**src/rtl/pra_pkg.sv**
```systemverilog
package pra_pkg;
  localparam int IDX_W  = 4;
  localparam int CHAN_W = 8;
  localparam int NCHAN  = 3;
  localparam int RGB_W  = CHAN_W * NCHAN;

  typedef struct packed {
    logic [IDX_W-1:0] idx;
    logic             hs;
    logic             vs;
  } pix_t;

  // one channel of the fixed palette: on/off bit plus intensity bit
  function automatic logic [CHAN_W-1:0] chan_level(input logic on, input logic bright);
    case ({on, bright})
      2'b11:   chan_level = 8'hFF;
      2'b10:   chan_level = 8'hAA;
      2'b01:   chan_level = 8'h55;
      default: chan_level = 8'h00;
    endcase
  endfunction
endpackage

```
**src/rtl/pra_capture.sv**
```systemverilog
module pra_capture
  import pra_pkg::*;
#(
  parameter int REPEAT = 2
) (
  input  logic clk_i,
  input  logic rst_ni,
  input  logic pix_en_i,
  input  pix_t pix_i,
  output pix_t pix_o,
  output logic live_o
);
  localparam int CNT_W = $clog2(REPEAT + 1);

  pix_t             pix_q;
  logic [CNT_W-1:0] cnt_q;

  always_ff @(posedge clk_i or negedge rst_ni) begin
    if (!rst_ni) begin
      pix_q <= '0;
      cnt_q <= '0;
    end else if (pix_en_i) begin
      pix_q <= pix_i;
      cnt_q <= CNT_W'(REPEAT);
    end else if (cnt_q != '0) begin
      cnt_q <= cnt_q - 1'b1;
    end
  end

  assign pix_o  = pix_q;
  assign live_o = (cnt_q != '0);

  assert_capture_live_R4: assert property (@(posedge clk_i) disable iff (!rst_ni)
    pix_en_i |=> live_o);
  assert_hold_R2: assert property (@(posedge clk_i) disable iff (!rst_ni)
    !pix_en_i |=> $stable(pix_o));
endmodule

```
**src/rtl/pra_palette.sv**
```systemverilog
module pra_palette
  import pra_pkg::*;
(
  input  logic             clk_i,
  input  logic             rst_ni,
  input  pix_t             pix_i,
  input  logic             live_i,
  output logic [RGB_W-1:0] rgb_o,
  output logic             hsync_o,
  output logic             vsync_o,
  output logic             de_o
);
  logic [RGB_W-1:0] rgb_d;
  logic             blank;
  logic             de_d;

  assign blank = pix_i.hs | pix_i.vs;
  assign de_d  = live_i & ~blank;

  // channel n takes index bit (NCHAN-1-n): red = bit 2, blue = bit 0
  for (genvar n = 0; n < NCHAN; n++) begin : g_chan
    assign rgb_d[RGB_W-1-n*CHAN_W -: CHAN_W] =
      de_d ? chan_level(pix_i.idx[NCHAN-1-n], pix_i.idx[IDX_W-1]) : '0;
  end

  always_ff @(posedge clk_i or negedge rst_ni) begin
    if (!rst_ni) begin
      rgb_o   <= '0;
      hsync_o <= 1'b0;
      vsync_o <= 1'b0;
      de_o    <= 1'b0;
    end else begin
      rgb_o   <= rgb_d;
      hsync_o <= pix_i.hs;
      vsync_o <= pix_i.vs;
      de_o    <= de_d;
    end
  end

  assert_blank_rgb_R6: assert property (@(posedge clk_i) disable iff (!rst_ni)
    !de_o |-> (rgb_o == '0));
  assert_de_no_sync_R6: assert property (@(posedge clk_i) disable iff (!rst_ni)
    de_o |-> !(hsync_o || vsync_o));
endmodule

```
**src/rtl/pix_rate_adapter.sv**
```systemverilog
module pix_rate_adapter
  import pra_pkg::*;
#(
  parameter int REPEAT = 2
) (
  input  logic             clk_i,
  input  logic             rst_ni,
  input  logic             pix_en_i,
  input  logic [IDX_W-1:0] idx_i,
  input  logic             hsync_i,
  input  logic             vsync_i,
  output logic [RGB_W-1:0] rgb_o,
  output logic             hsync_o,
  output logic             vsync_o,
  output logic             de_o
);
  pix_t pix_in, pix_cap;
  logic live;

  assign pix_in = '{idx: idx_i, hs: hsync_i, vs: vsync_i};

  pra_capture #(.REPEAT(REPEAT)) u_capture (
    .clk_i   (clk_i),
    .rst_ni  (rst_ni),
    .pix_en_i(pix_en_i),
    .pix_i   (pix_in),
    .pix_o   (pix_cap),
    .live_o  (live)
  );

  pra_palette u_palette (
    .clk_i  (clk_i),
    .rst_ni (rst_ni),
    .pix_i  (pix_cap),
    .live_i (live),
    .rgb_o  (rgb_o),
    .hsync_o(hsync_o),
    .vsync_o(vsync_o),
    .de_o   (de_o)
  );

  // cycles since reset, saturating, so $past never reaches into reset
  logic [1:0] age_q;
  always_ff @(posedge clk_i or negedge rst_ni) begin
    if (!rst_ni)             age_q <= '0;
    else if (age_q != 2'd3)  age_q <= age_q + 1'b1;
  end

  assert_sync_align_R3: assert property (@(posedge clk_i) disable iff (!rst_ni)
    (age_q == 2'd3 && $past(pix_en_i, 2) && !$past(pix_en_i, 1)) |->
      (hsync_o == $past(hsync_i, 2) && vsync_o == $past(vsync_i, 2)));
  assert_de_on_capture_R3: assert property (@(posedge clk_i) disable iff (!rst_ni)
    (age_q >= 2'd1 && $past(pix_en_i) && !$past(hsync_i) && !$past(vsync_i)) |=> de_o);
  assert_reset_idle_R1: assert property (@(posedge clk_i) disable iff (!rst_ni)
    (age_q == 2'd0) |-> (!de_o && rgb_o == '0));
endmodule

```
**config.mk**
```make
export PLATFORM = sky130hd
export DESIGN_NAME = pix_rate_adapter
export DESIGN_NICKNAME = d
export VERILOG_FILES = /design/src/rtl/pra_pkg.sv /design/src/rtl/pra_capture.sv /design/src/rtl/pra_palette.sv /design/src/rtl/pix_rate_adapter.sv
export SDC_FILE = /design/constraint.sdc
export NUM_CORES = 1
export LEC_CHECK = 0
export ABC_AREA = 1
export BUFFER_PORTS_ARGS = -buffer_cell sky130_fd_sc_hd__buf_2
export CAP_MARGIN = 5
export CORE_MARGIN = 4
export CORE_UTILIZATION = 47
export DETAILED_ROUTE_END_ITERATION = 7
export PLACE_DENSITY = 0.81
export SLEW_MARGIN = 20
export SYNTH_ARGS = -nofsm -noshare
export SYNTH_HDL_FRONTEND = slang
export SYNTH_HIERARCHICAL = 1
export SYNTH_SLANG_ARGS = --single-unit
```
**constraint.sdc**
```tcl
create_clock -name clk_i -period 2.4 [get_ports clk_i]
set_clock_uncertainty 0.15 [all_clocks]
set_input_delay 0.24 -clock clk_i [delete_from_list [all_inputs] [get_ports clk_i]]
set_output_delay 0.24 -clock clk_i [all_outputs]
set_load 0.01 [all_outputs]
```
==> results of run 1 <==
==> worst max-delay path, delay by kind of cell (launching register included) <==
family	cells	cell delay [ps]
flip-flops	1	400
AND/OR/NAND/NOR	2	200
adder cells (fa/ha/maj)	1	210
buffers and inverters	2	200
==> path summary, 6_finish.rpt <==
| path | startpoint | endpoint | slack, ps | cells after the start |
|---|---|---|---|---|
| min reg2reg | u_capture/pix_o[1] | u_palette/hsync_o | 260 | 0 |
| max in group asynchronous | rst_ni | u_capture/cnt_q[0] | 1590 | 2 |
| min in group asynchronous | rst_ni | u_capture/pix_o[4] | 250 | 2 |
| max reg2reg | u_capture/cnt_q[0] | u_palette/rgb_o[21] | 1140 | 5 |
| min | vsync_i | u_capture/pix_o[0] | 5 | 3 |
| max | u_capture/cnt_q[0] | u_palette/rgb_o[21] | 1140 | 5 |
==> Yosys cell counts <==
library cell and n:
nand2_1 21, buf_4 18, dfrtp_1 17, inv_1 9, nor2_1 7, nand3_2 2, ha_1 1, inv_2 1
nand2_2 1, nand3_1 1
==> cells by family (layout without fill, tap and decap cells) <==
logic type / count (synthesis) / count (layout)
fa+ha+maj: 1 / 1
flops: 17 / 17
simple gates: 32 / 32
buf+inv: 28 / 51
==> routing by layer <==
metal | track usage, % | vias to the layer above
met5 | 0 | -
met4 | 4.84 | 0
met3 | 3.38 | 0
met2 | 18.7 | 30
met1 | 13.6 | 220
li1 | - | 258
==> power breakdown <==
| group | internal, W | total, W | switching (W) |
|---|---|---|---|
| clock network | 0.0000644 | 0.000145 | 0.0000808 |
| registers | 0.000328 | 0.000353 | 0.0000246 |
| logic | 0.0000769 | 0.000191 | 0.000114 |
==> timing repair <==
action,CTS,global route
endpoints found under the hold margin,17,1
gates resized for setup,0,0
hold buffers,1,1
==> cell usage in the layout, fill, tap and decap left out <==
master and count:
buf_2 35, nand2_1 21, dfrtp_1 17, inv_1 9, nor2_1 7, clkbuf_4 3, dlygate4sd3_1 2, nand3_2 2
clkbuf_1 1, inv_2 1, nand3_1 1, ha_1 1, nand2_2 1
==> area by class of cell <==
type                            instances  share of cell area, %
Timing Repair Buffer                   37                   22.9
Clock buffer                            4                   3.08
Multi-Input combinational cell         33                   17.4
Tap cell                               16                   2.35
Inverter                               10                   4.40
Sequential cell                        17                   49.9
==> metrics by stage <==
step	instance area, um2	worst slack (ps)
floorplan	747	1250
global placement	807	1230
detailed placement	807	1140
CTS	843	1120
global route	853	1010
finish	853	1140
==> sequential cells by signal, summed over array words and instances, names as in the netlist <==
register           flops
u_palette/vsync_o      1
u_capture/pix_o        6
u_palette/rgb_o        6
u_capture/cnt_q        2
u_palette/de_o         1
u_palette/hsync_o      1
==> summary.txt, run 1 <==
Placed cell count = 111
Pwr dens = 808 nW/um2
Row count = 14
Synthesized flop and latch total = 17
Post-synthesis sequential area ratio = 57.0%
Slew margin rel. = 75.9%
Yosys Warn Count = 6
Crit path cell chain = inv_1, ha_1, inv_1, nand2_2, nor2_1
Compound-Gate Fraction of Synth Area = 0%
VDD IR-drop max = 0.532 mV
Max-cap violation count = 0
Highest Signal Layer = met3
Final max-slew violation count = 0
Routability-driven placement congestion ratio = 0.643
Multi-input gate area = 149 um2
Total core area = 1510 um2
Final cell count without fillers = 117
Crit-path slowest cell = dfrtp_1
Share of cells above drive strength 1 = 41.6%
# DRC = 0
Critical Path Fanout Max = 7
Io pins = 36
Via density = 4.34
Crit share post-route = 52.7%
Mux contribution to synthesized area = 0%
Detailed-router iteration count before antenna repair = 2
GRT overflow = 0
Setup TNS = 0 ps
Root buffer cell = clkbuf_4
Leakage = 0.548 nW
RSZ-0062 raised after global routing = no
Via count = 508
Diodes inserted = 0
Hold WC Path Type = in -> reg
Largest family of logic cells by synthesized area = buffers and inverters
CP endpoint kind = register
Cells after synthesis = 78
Worst hold margin = 5.20 ps
Initial antenna violation count = 0
Pin count of the biggest net entering global routing = 18
CTS tree = yes
Vias in the first global route = 414
Buffer count from post-CTS setup fixing = 0
Starting Density = 49.6%
Syn avg cell area = 9.58 um2
Post-synth top area share = 57.0%
Clk_lat worst skew = 280 ps
Clock Tree Buf Depth = 2
Area Growth Syn to Fin = 14.2%
Die Area = 2290 um2
CP Launch Type = register
Fillers = 147
WP data arrival = 1290 ps
WL/cell = 10.1 um
M1 wire length = 433 um
Crit path time final = 1260 ps
First-pass GRT wire length = 1.77 mm
Met2 routed WL = 579 um
Synth cell types = 10
CTS Buf Count = 3
Worst-path clk slew = 90 ps
Area leader, netlist = dfrtp_1
Outcome = finished clean
Worst slew pin tran = 361 ps
Port Buffer Count = 35
Adder-cell area share of the yosys netlist = 1.68%
Post-synthesis cell area = 747 um2
Core Util, Final = 56.6%
Antenna-violating nets left = 0
GRT Resource Usage Total = 11.3%
Required time of the worst setup path = 2420 ps
Crit path top cell by count = inv_1
Reg area = 425 um2
FMAX = 791 MHz
Crit Path Category = reg -> reg
Tot Pwr = 0.000689 W
Crit path largest cell delay = 400 ps
Final Hold Vio Count = 0
Simple-gate portion of the synthesized area = 18.3%
Synth area leaders = dfrtp_1, buf_4, nand2_1, inv_1, nor2_1
H-tree depth = 1
DR iter-0 viols = 10
Total Routed Length = 1.18 mm
Die height = 47.9 um
Nets = 112
Final setup fails = 0
CTS Sinks = 17
HPWL Detailed = 942 um
XOR/XNOR share of the synthesized area = 0%
Syn nets = 88
WL met3 = 164 um
Die width = 47.9 um
Power figures use the tool's default switching activity.
==> run 2: changes to the inputs <==
Settings changed: CORE_UTILIZATION 47 to 39, PLACE_DENSITY 0.81 to 0.72.
Clock period 2.4 ns to 1.1 ns, I/O delays scaled along.
==> run 2 against run 1 <==
  * The run now ends with negative setup slack left
  * Register-to-register slack worse by 1200 ps
  * Sequential power up 120%
  * Flip-flop and latch count unchanged
  * Die area up 17%
  * Wire length up 20%
  * Critical endpoint is now u_capture/cnt_q[1]
==> summary.txt, run 2 (synthesis results as in run 1) <==
Design Area, Final = 996 um2 (+17%)
Placed cell count = 121 (+9.0%)
Worst slew pin tran = 354 ps (-6.99 ps)
WL/cell = 10.6 um (+4.8%)
Required time of the worst setup path = 1120 ps (-1300 ps)
Final cell count without fillers = 134 (+15%)
Starting Density = 42.3% (-7.2 points)
Final max-slew violation count = 0 (unchanged)
Tot Pwr = 0.00175 W (+150%)
Slew margin rel. = 76.4% (+0.47 points)
Setup TNS = -16.1 ps (-16.1 ps)
Crit path largest cell delay = 410 ps (about the same)
Clk_lat worst skew = 280 ps (about the same)
Crit path cell chain = inv_2, ha_4, inv_6, nand2_2, nand3_2
Die Area = 2680 um2 (+17%)
Nets = 120 (+7.1%)
Diodes inserted = 0 (unchanged)
Via count = 553 (+8.9%)
Final WS setup = -16.1 ps (-1150 ps)
Initial antenna violation count = 0 (unchanged)
Share of cells above drive strength 1 = 53.2% (+12 points)
Area after DPL = 838 um2 (+3.9%)
CTS Buf Count = 3 (unchanged)
Area Growth Syn to Fin = 33.3%
Crit Path Category = reg -> reg
Final Hold Vio Count = 0 (unchanged)
Crit path time final = 1120 ps (-149 ps)
Hold WC Path Type = in -> async
Cells on worst reg2reg path = 5 (unchanged)
Pin count of the biggest net entering global routing = 18 (unchanged)
# DRC = 0 (unchanged)
Detailed-router iteration count before antenna repair = 3 (+1)
DR iter-0 viols = 4 (-6)
Outcome = complete, but fails checks
Leakage = 0.583 nW (+6.4%)
Pwr dens = 1760 nW/um2 (+120%)
Number of cells on the critical path = 5 (unchanged)
WP buf/inv = 2 (unchanged)
First-pass GRT wire length = 2.14 mm (+21%)
Failing checks = negative setup slack
WP data arrival = 1140 ps (-150 ps)
Antenna-violating nets left = 0 (unchanged)
Root buffer cell = clkbuf_4
Clock Tree Buf Depth = 2 (unchanged)
H-tree depth = 1 (unchanged)
Commonest cells after routing, fill and taps aside = buf_2, nand2_1, dfrtp_1
Via density = 4.13 (-5.0%)
CTS Sinks = 17 (unchanged)
Crit share post-route = 101% (+49 points)
Io pins = 36 (unchanged)
HPWL Detailed = 1.00 mm (+6.7%)
Final setup fails = 1 (+1)
Worst r2r src = u_capture/cnt_q[0]
Total Routed Length = 1.41 mm (+20%)
Vias in the first global route = 525 (+27%)
Crit-path slowest cell = dfrtp_1
FMAX = 896 MHz (+13%)
GRT overflow = 0 (unchanged)
CP endpoint kind = register
RSZ-0062 raised after global routing = yes
Routability-driven placement congestion ratio = 0.701 (+9.1%)
GRT Resource Usage Total = 11.2% (-0.099 points)
CP Launch Type = register
Max-cap violation count = 0 (unchanged)
Port Buffer Count = 35 (unchanged)
Fillers = 168 (+14%)
Critical Path Fanout Max = 3 (-4)
Most common cell after layout, fill and taps aside = buf_2
Worst-path clk slew = 90 ps (about the same)
Die height = 51.8 um (+8.1%)
R2r setup slk = -20 ps (-1150 ps)
Die width = 51.8 um (+8.1%)
Core Util, Final = 56.5% (-0.19 points)
Row count = 15 (+1)
Total core area = 1760 um2 (+17%)
CTS tree = yes
Setup crit start = u_capture/cnt_q[0]
VDD IR-drop max = 1.12 mV (+110%)
Delay-heaviest family, CP = flip-flops
run 2: routing by layer:
metal  part of all wire (%)  vias up  global-route usage, %
met5                      0        -                      0
met1                     37      245                   11.2
met2                     50       33                   21.0
met3                     12        2                   2.58
li1                       -      273                      -
met4                    1.3        0                   6.55
run 2: area by class of cell:
class,count,area (um2),share of cell area [%]
Sequential cell,17,425,42.7
Clock buffer,4,26.3,2.64
Tap cell,25,31.3,3.14
Timing Repair Buffer,45,270,27.1
Multi-Input combinational cell,33,198,19.8
Inverter,10,45.0,4.52
run 2: timing repair:
item                                    CTS  global route
endpoints found under the hold margin    23             0
pin swaps                                 1             2
resized for setup                         7            10
setup buffers                             1             0
endpoints found under the setup margin   21            32
hold buffers                              8             0
run 2: stage by stage:
step / hold WS, ps / setup slack, ps
final: 101 / -16.1
after global routing: 154 / -47.1
after CTS: 106 / -14.9
after detailed placement: -106 / -35.8
after global placement: -107 / 9.00
after floorplan: -336 / 38.6
run 2: worst paths after layout:
path | end
setup reg to reg | u_capture/cnt_q[1]
min in group clk_i | u_palette/vsync_o
hold / removal | u_capture/pix_o[2]
setup / recovery | u_capture/cnt_q[1]
max in group asynchronous | u_palette/rgb_o[7]
hold reg to reg | u_palette/vsync_o
run 2: power by group:
group / internal [W] / switching [W]
Sequential: 0.000716 / 0.0000596
Combinational: 0.000289 / 0.000368
Clock: 0.000141 / 0.000178
Total: 0.00115 / 0.000606
